**src/rtl/cf_sbox_pkg.sv**
```systemverilog
// Package: shared types and GF(2^8) / cyclic-ring helper functions.
// Assumes the AES field polynomial x^8+x^4+x^3+x+1 and generator 0x03.
package cf_sbox_pkg;
    localparam int BYTE_W = 8;
    localparam int RING_N = 5;
    localparam int BETA_EXP = 255 / RING_N;
    localparam logic [BYTE_W-1:0] POLY_LOW = 8'h1B;
    localparam logic [BYTE_W-1:0] GEN = 8'h03;
    localparam logic [BYTE_W-1:0] AFF_C = 8'h63;

    typedef logic [BYTE_W-1:0] byte_t;
    typedef logic [RING_N-1:0] ring_t;

    // Polynomial-basis product in GF(2^8)
    function automatic byte_t gf_mul(input byte_t a, input byte_t b);
        byte_t acc;
        byte_t sh;
        acc = '0;
        sh = a;
        for (int i = 0; i < BYTE_W; i++) begin
            if (b[i]) acc = acc ^ sh;
            sh = sh[BYTE_W-1] ? ({sh[BYTE_W-2:0], 1'b0} ^ POLY_LOW) : {sh[BYTE_W-2:0], 1'b0};
        end
        return acc;
    endfunction

    // Repeated product, used for constants and checks only
    function automatic byte_t gf_pow(input byte_t a, input int n);
        byte_t r;
        r = 8'h01;
        for (int i = 0; i < n; i++) r = gf_mul(r, a);
        return r;
    endfunction

    // Primitive fifth root of unity in the subfield
    localparam byte_t BETA = gf_pow(GEN, BETA_EXP);

    // beta^k for k in 0..RING_N-1
    function automatic byte_t beta_pow(input int k);
        byte_t r;
        r = 8'h01;
        for (int i = 0; i < RING_N; i++) if (i < k) r = gf_mul(r, BETA);
        return r;
    endfunction

    // Absolute trace of a subfield value (result is 0x00 or 0x01)
    function automatic byte_t tr16(input byte_t z);
        byte_t z2;
        byte_t z4;
        z2 = gf_mul(z, z);
        z4 = gf_mul(z2, z2);
        return z ^ z2 ^ z4 ^ gf_mul(z4, z4);
    endfunction

    // Cyclic convolution modulo x^RING_N + 1
    function automatic ring_t ring_mul(input ring_t a, input ring_t b);
        ring_t c;
        c = '0;
        for (int i = 0; i < RING_N; i++)
            for (int j = 0; j < RING_N; j++)
                if (a[i] && b[j]) c[(i + j) % RING_N] = ~c[(i + j) % RING_N];
        return c;
    endfunction

    // Squaring in the ring: pure index permutation k -> 2k mod RING_N
    function automatic ring_t ring_sq(input ring_t a);
        ring_t r;
        r = '0;
        for (int k = 0; k < RING_N; k++) r[(2 * k) % RING_N] = a[k];
        return r;
    endfunction
endpackage

```
**src/rtl/cf_pow_stage.sv**
```systemverilog
// Module: forms x^16 (four squarings) and the norm x^17 of the input byte.
// Assumes polynomial-basis input; purely combinational.
module cf_pow_stage
    import cf_sbox_pkg::*;
(
    input  logic [BYTE_W-1:0] x,
    output logic [BYTE_W-1:0] p16,
    output logic [BYTE_W-1:0] p17
);
    localparam int SQ_STEPS = 4;

    // Repeated squaring then one product to reach the subfield
    always_comb begin
        byte_t t;
        t = x;
        for (int s = 0; s < SQ_STEPS; s++) t = gf_mul(t, t);
        p16 = t;
        p17 = gf_mul(t, x);
    end
endmodule

```
**src/rtl/cf_sub_inverse.sv**
```systemverilog
// Module: inverts a 16-element-subfield value held as a byte.
// The value is moved to the 5-bit redundant ring over beta by traces,
// raised to y^14 = y^2*y^4*y^8 with rewired squarings and two cyclic
// products, and folded back to a byte. Assumes y lies in the subfield.
module cf_sub_inverse
    import cf_sbox_pkg::*;
(
    input  logic [BYTE_W-1:0] y,
    output logic [BYTE_W-1:0] y_inv
);
    ring_t red;
    ring_t s1;
    ring_t s2;
    ring_t s3;
    ring_t inv_r;

    // Trace projection onto the redundant coordinates: a_k = Tr(y*beta^-k)
    always_comb begin
        byte_t tv;
        for (int k = 0; k < RING_N; k++) begin
            tv = tr16(gf_mul(y, beta_pow((RING_N - k) % RING_N)));
            red[k] = tv[0];
        end
    end

    // Exponent 14 in the ring
    always_comb begin
        s1 = ring_sq(red);
        s2 = ring_sq(s1);
        s3 = ring_sq(s2);
        inv_r = ring_mul(ring_mul(s1, s2), s3);
    end

    // Fold redundant vector back to a byte: sum of a_k * beta^k
    always_comb begin
        y_inv = '0;
        for (int k = 0; k < RING_N; k++) if (inv_r[k]) y_inv = y_inv ^ beta_pow(k);
    end
endmodule

```
**src/rtl/cf_affine.sv**
```systemverilog
// Module: AES affine step, byte XOR its rotations by 1..4 then the constant.
module cf_affine
    import cf_sbox_pkg::*;
(
    input  logic [BYTE_W-1:0] b,
    output logic [BYTE_W-1:0] s
);
    // Bit-wise rotated-XOR network
    always_comb begin
        for (int i = 0; i < BYTE_W; i++)
            s[i] = b[i] ^ b[(i + 4) % BYTE_W] ^ b[(i + 5) % BYTE_W]
                 ^ b[(i + 6) % BYTE_W] ^ b[(i + 7) % BYTE_W] ^ AFF_C[i];
    end
endmodule

```
**src/rtl/aes_cf_sbox.sv**
```systemverilog
// Module: top of the Itoh-Tsujii forward S-box. x^-1 = x^16 * (x^17)^-1,
// then the affine step; OUT_REG=1 adds one output register with
// synchronous active-low reset, OUT_REG=0 leaves the path combinational.
module aes_cf_sbox
    import cf_sbox_pkg::*;
#(
    parameter int OUT_REG = 1
)(
    input  logic       clk,
    input  logic       rst_n,
    input  logic [7:0] din,
    output logic [7:0] dout
);
    byte_t p16;
    byte_t p17;
    byte_t sub_inv;
    byte_t inv_w;
    byte_t sbox_c;

    cf_pow_stage   u_pow (.x(din), .p16(p16), .p17(p17));
    cf_sub_inverse u_sub (.y(p17), .y_inv(sub_inv));

    // Recombine: subfield inverse times x^16
    always_comb inv_w = gf_mul(p16, sub_inv);

    cf_affine u_aff (.b(inv_w), .s(sbox_c));

    generate
        if (OUT_REG != 0) begin : g_reg
            // Output register, cleared by synchronous reset
            always_ff @(posedge clk) begin
                if (!rst_n) dout <= '0;
                else        dout <= sbox_c;
            end

            dout_delay_chk: assert property (@(posedge clk) disable iff (!rst_n)
                rst_n |=> dout == $past(sbox_c));
        end else begin : g_comb
            // Direct combinational output
            always_comb dout = sbox_c;
        end
    endgenerate


    full_inv_chk: assert property (@(posedge clk) disable iff (!rst_n)
        (din != 8'h00) |-> gf_mul(din, inv_w) == 8'h01);

    sub_field_chk: assert property (@(posedge clk) disable iff (!rst_n)
        gf_pow(p17, 16) == p17);

    sub_inv_chk: assert property (@(posedge clk) disable iff (!rst_n)
        (p17 != 8'h00) |-> gf_mul(p17, sub_inv) == 8'h01);

    zero_map_chk: assert property (@(posedge clk) disable iff (!rst_n)
        (din == 8'h00) |-> sbox_c == 8'h63);
endmodule

```
**config.mk**
```make
export PLATFORM = sky130hd
export DESIGN_NAME = aes_cf_sbox
export DESIGN_NICKNAME = d
export VERILOG_FILES = /design/src/rtl/cf_sbox_pkg.sv /design/src/rtl/cf_pow_stage.sv /design/src/rtl/cf_sub_inverse.sv /design/src/rtl/cf_affine.sv /design/src/rtl/aes_cf_sbox.sv
export SDC_FILE = /design/constraint.sdc
export NUM_CORES = 1
export LEC_CHECK = 0
export ABC_AREA = 1
export BUFFER_PORTS_ARGS = -buffer_cell sky130_fd_sc_hd__buf_2
export CORE_MARGIN = 2
export CORE_UTILIZATION = 50
export DETAILED_ROUTE_END_ITERATION = 12
export PLACE_DENSITY = 0.65
export SYNTH_ARGS = -nofsm -noshare
export SYNTH_HDL_FRONTEND = slang
export SYNTH_SLANG_ARGS = --single-unit
```
**constraint.sdc**
```tcl
create_clock -name clk -period 25 [get_ports clk]
set_input_delay 1.25 -clock clk [delete_from_list [all_inputs] [get_ports clk]]
set_output_delay 1.25 -clock clk [all_outputs]
set_load 0.1 [all_outputs]
```
# ---- After elaboration in Yosys (flattened, before gate mapping)
# Cells that the tools add are included.
dict set report totals {
  elab_cells 852
  in_bits 10
  ff_bits 8
  out_inout_bits 8
}
dict set report op_classes {
  mux 401
  n_bitwise 415
  n_reduce_logical 35
}
# op count
set op_table {}
lappend op_table {{$mux 8} 152}
lappend op_table {{$xor 8x8->8} 130}
lappend op_table {{$mux 5} 138}
lappend op_table {{$not 4->4} 138}
lappend op_table {{$mux 1} 111}
lappend op_table {{$xor 1x1->1} 78}
lappend op_table {{$not 1->1} 48}
lappend op_table {{$logic_and 1x1->1} 35}
lappend op_table {{$not 1->1 const A} 20}
lappend op_table {{$xor 1x8->8} 1}

# ---- Logic depth before layout (Yosys ltp)
dict set report logic_depth {
  ltp_word 211
  ltp_mapped 151
}

# ---- Hierarchy
# From an unflattened synthesis, not the netlist that was laid out.
dict set report unflattened {
  cells_unflattened 4480
  area_unflattened_um2 21082.7
}
# mod seq_area_each_um2 cells_each n_inst area_each_um2
set by_module_without_submodules {}
lappend by_module_without_submodules {cf_sub_inverse 0.0 2367 1 11384.7}
lappend by_module_without_submodules {cf_pow_stage 0.0 1654 1 7453.4}
lappend by_module_without_submodules {aes_cf_sbox 160.2 375 1 1869.3}
lappend by_module_without_submodules {cf_affine 0.0 84 1 375.4}

# ---- Worst setup path before layout
# Ideal clock, no wire load.
dict set report synth_timing {
  path_type {input to register}
  startpoint {input port din[0]}
  endpoint {register dout[7]}
  n_path_buf 9
  path_stages 124
  slack_ps 10080
  t_arrival_ps 14805
  path_cell_list {ha_1 -> inv_2 -> nand2_1 -> nand2_1 -> nand2_1 -> nand2_1 -> nor2_1 -> nand2_1 -> nand2_2 -> xor2_4 -> clkbuf_1 -> ha_1 -> inv_1 -> nand3_1 -> nand3_1 -> nand2_1 -> nand2_1 -> inv_1 -> [... 88 more ...] -> nand2_1 -> nand3_1 -> nand2_2 -> nand2_4 -> nand2_8 -> inv_4 -> nand2_1 -> nand2_2 -> nand2_2 -> xnor2_1 -> nand2_1 -> nand2_1 -> nand2_1 -> nand2_1 -> xor2_1 -> nand3_1 -> nand2_1 -> nor2_1}
}
dict set report synth_between {
  elab_chain_len 175
  elab_cells_between_ends 730
  cone_classes {mux: 360; bitwise: 335; reduce/logical: 35}
}
# element line
set synth_rtl {}
lappend synth_rtl {{start: declaration} aes_cf_sbox.sv:11} ;# input logic [7:0] din,
lappend synth_rtl {{$not 4->4 (no source line) or $mux 8 (tied branches)} n/a}
lappend synth_rtl {{$mux 5 or $xor 8x8->8 (tied branches)} {cf_sbox_pkg.sv:22, cf_sbox_pkg.sv:21}}
lappend synth_rtl {{$xor 8x8->8 or $mux 8 (tied branches)} cf_sbox_pkg.sv:21} ;# if (b[i]) acc = acc ^ sh;
lappend synth_rtl {{$mux 8 or $xor 8x8->8 (tied branches)} cf_sbox_pkg.sv:21}
lappend synth_rtl {{$xor 8x8->8 or $mux 8 (tied branches)} cf_sbox_pkg.sv:21}
lappend synth_rtl {{$mux 8 or $xor 8x8->8 (tied branches)} cf_sbox_pkg.sv:21}
lappend synth_rtl {{$xor 8x8->8 or $mux 8 (tied branches)} cf_sbox_pkg.sv:21}
lappend synth_rtl {{$mux 8 or $xor 8x8->8 (tied branches)} cf_sbox_pkg.sv:21}
lappend synth_rtl {{[... 158 more ...]} n/a}
lappend synth_rtl {{$mux 8} cf_sbox_pkg.sv:21}
lappend synth_rtl {{$xor 8x8->8} cf_sbox_pkg.sv:21}
lappend synth_rtl {{$mux 8} cf_sbox_pkg.sv:21}
lappend synth_rtl {{$xor 8x8->8} cf_sbox_pkg.sv:21}
lappend synth_rtl {{$mux 8 *} cf_sbox_pkg.sv:21}
lappend synth_rtl {{$xor 1x1->1 (2 in a row)} cf_affine.sv:11} ;# s[i] = b[i] ^ b[(i + 4) % BYTE_W] ^ b[(i + 5) % BYTE_W]
lappend synth_rtl {{$xor 1x1->1} cf_affine.sv:12} ;# ^ b[(i + 6) % BYTE_W] ^ b[(i + 7) % BYTE_W] ^ AFF_C[i];
lappend synth_rtl {{$xor 1x1->1 *} cf_affine.sv:12}
lappend synth_rtl {{end signal: assignment} aes_cf_sbox.sv:33} ;# else dout <= sbox_c;
lappend synth_rtl {{end: declaration} aes_cf_sbox.sv:12} ;# output logic [7:0] dout
# Mark *: on every way between the ends. The rest lies on a longest branch, timed or not.
# A chain may end at the register's enable or synchronous reset.

# ---- Worst setup path in the final report
dict set report layout_timing {
  startpoint {input port din[7]}
  endpoint {register dout[5]}
}
dict set report layout_between {
  elab_chain_len 176
  elab_cells_between_ends 737
  cone_classes {mux: 363; bitwise: 339; reduce/logical: 35}
}
# element line
set layout_rtl {}
lappend layout_rtl {{$mux 5 or $mux 8 (tied branches)} {cf_sbox_pkg.sv:22, cf_sbox_pkg.sv:21}}
lappend layout_rtl {{$xor 8x8->8} cf_sbox_pkg.sv:21}
lappend layout_rtl {{$mux 8} cf_sbox_pkg.sv:21}
lappend layout_rtl {{$xor 8x8->8} cf_sbox_pkg.sv:21}
lappend layout_rtl {{$mux 8} cf_sbox_pkg.sv:21}
lappend layout_rtl {{$xor 8x8->8} cf_sbox_pkg.sv:21}
lappend layout_rtl {{$mux 8} cf_sbox_pkg.sv:21}
lappend layout_rtl {{$xor 8x8->8} cf_sbox_pkg.sv:21}
lappend layout_rtl {{[... 159 more ...]} n/a}
lappend layout_rtl {{$xor 8x8->8} cf_sbox_pkg.sv:21}
lappend layout_rtl {{$mux 8} cf_sbox_pkg.sv:21}
lappend layout_rtl {{$xor 8x8->8} cf_sbox_pkg.sv:21}
lappend layout_rtl {{$mux 8 *} cf_sbox_pkg.sv:21}
lappend layout_rtl {{$xor 1x1->1 (2 in a row)} cf_affine.sv:11}
lappend layout_rtl {{$xor 1x1->1} cf_affine.sv:12}
lappend layout_rtl {{$xor 1x1->1 *} cf_affine.sv:12}
lappend layout_rtl {{$not 1->1 (no source line) *} n/a}
# Marked as above.

==> impl_metrics.tcl <==
set metrics [dict create \
    outcome "finished clean" \
    root_buffer "clkbuf_16" \
    cpPeakStageDelay_ps 820 \
    drv_cap 0 \
    hold_path.class "in -> reg" \
    final_nets 4775 \
    core_um2 44300 \
    final_common_cell "nand2_1" \
    placedCellCount 5336 \
    synth_top_area_share_pct 38.3 \
    ant_nets 0 \
    drive_above_1_share_pct 9.08 \
    rsz0062_at_grt "false" \
    synth_compound_gate_area_share_pct 2.69 \
    io_pins 18 \
    cts_hold_buf 0 \
    end_kind "flip-flop" \
    synth-adder-area-share_pct 0.891 \
    cts.clk_slew.worst_paths_ps 40 \
    slew-limit-headroom_pct 26.3 \
    hold_depth 3 \
    crit_fanout 26 \
    synth_nets 4839 \
    grtUsageTotal_pct 29.9 \
    worstMarginPinSlew_ps 1100 \
    syn_avg_cell_area_um2 4.67 \
    min_period_over_period_pct 72.7 \
    post-route-drc-count 0 \
    finalNonFillerCells 5339 \
    fmax_ghz 0.0550 \
    dominantRegCellSynth "dfxtp_1" \
    num_antenna_cells 0 \
    criticalPathCategory "in -> reg" \
    ys_top_cells_by_area "nand2_1 (38%), nand3_1 (19%), inv_1 (8.0%)" \
    crit_top_cell "nand2_1" \
    slowest_stage "nor2_1" \
    synth_xor_area_share_pct 8.63 \
    worst_hold_slack_ps 1380 \
    antenna_found_initial 5 \
    grt_pass1_wl_um 119000 \
    synthDistinctLibCells 44 \
    setup_viol_count_final 0 \
    yosys_warnings 0 \
    routed_wl_um 71700 \
    synth-edff-count 0 \
    most-common-layout-cells "nand2_1 (2292), nand3_1 (833), inv_1 (476), nor2_1 (252), nand2_2 (170)" \
    grt_overflow 0 \
    required_ps 25130 \
    start_util_pct 50.7 \
    clkSinkCount 8 \
    vias 28700 \
    synth_area_leader_cell "nand2_1" \
    largest_register_ffs 8 \
    worst_slack_ps 6820 \
    gp_congestion 1.00 \
    min-delay-start "rst_n" \
    avgRoutedWirePerCell_um 13.4 \
    die_area_um2 46600 \
    dpl.hpwl_um 57500 \
    die_w_um 216 \
    die_y_um 216 \
    drt_iter0_markers 2745 \
    fill_cells 5023 \
    syn_inst 4813 \
    ctsLongestPathBuffers 2 \
    arrival_ps 18310 \
    top_register "dout" \
    reg_top3 "dout x8" \
    tritoncts "yes" \
    postCtsSetupBuffers 0 \
    tns_ps 0 \
    areaGrowthSynthToFinish_pct 1.49 \
    rows 77 \
    via_per_inst 5.37 \
    fin_crit_ps 18180 \
    grt_start_max_net_pins 30 \
    cts_resized 0 \
    ys_seq_area_share_pct 0.713 \
    synth_mux_area_share_pct 0 \
    synth_top_family_by_area "simple AND/OR/NAND/NOR gates" \
    grt_pass1_vias 24600 \
    dr.pass1.iters 7 \
    ys_seq_elements 8 \
    synth_simple_gate_area_share_pct 74.2 \
    netlist_area_um2 22500 \
    final_max_slew_viol_count 0 \
    numCtsBuffers 3 \
    hold_viol_final 0 \
    post-place-ws_ps 7090 \
    htree_levels 1 \
    crit_path_start_kind "input pin" \
    hold_end "dout[7]" \
    synth-async-reset-ratio_pct 0 \
    port-buffer-count 17 \
]
-- through the flow --
stage	cell area (um^2)	util (%)
after CTS	22800	51.5
after global routing	22800	51.5
after global placement	22700	51.3
final	22800	51.5
after detailed placement	22700	51.3
after floorplan	22500	-
-- metal layers --
layer / wire (um) / vias up / GRT usage [%]
li1: - / 14900 / -
met1: 33100 / 12500 / 41.7
met2: 30300 / 1125 / 47.7
met3: 6200 / 177 / 4.31
met4: 2040 / 8 / 8.26
met5: 48 / - / 0
-- synthesized netlist by cell type, types with 3 or more instances --
master    number
nand2_1     2292
inv_4          6
nor2_4         6
xnor2_1       62
or2_2          4
nand4_1       53
o211ai_1       9
clkbuf_1      12
xor2_2         5
o21ai_2        3
clkinv_1      14
or2_1          8
inv_2        119
ha_1          16
nand3_4        4
nand2_2      170
nand3_1      833
o21ai_1       25
inv_1        476
buf_2         36
nor2_2        16
o21ai_0       44
nand3b_1      57
o21bai_1       7
buf_4         22
dfxtp_1        8
nand3_2       37
nor2_1       252
buf_6         16
nand2_4       33
xor2_1       135
a21oi_1       18
-- worst max-delay path, delay by kind of cell --
family	cells	cell delay (ps)
buf+inv	18	1900
fa+ha+maj	5	1740
compound gates	2	240
xor+xnor	2	970
simple gates	97	12160
-- final cells by class --
type                    instances  area (um^2)  area share [%]
clock buffers                   3         75.1           0.329
inverters                     615         2320            10.2
multi-input cells            4103        19400            85.1
flip-flops and latches          8          160           0.702
well taps                     592          741            3.25
repair buffers                 18         92.6           0.406
-- cells by family (layout without fill, tap and decap cells) --
| kind of cell | Yosys count | count (layout) |
|---|---|---|
| and+or+nand+nor | 3770 | 3770 |
| buffers and inverters | 702 | 636 |
| xor gates and xnor gates | 208 | 208 |
| adders and majority gates | 16 | 16 |
| DFF | 8 | 8 |
| AOI/OAI and AO/OA | 109 | 109 |
-- worst max path at each step --
stage / start / end
6_report: din[7] / dout[5]
5_1_grt: din[7] / dout[5]
4_1_cts: din[7] / dout[5]
3_5_place_dp: din[7] / dout[5]
3_3_place_gp: din[7] / dout[5]
2_1_floorplan: din[0] / dout[7]
Power is left out: the tool's default activity adds up to more than one toggle a clock period on the data nets, which glitch-free logic cannot reach.
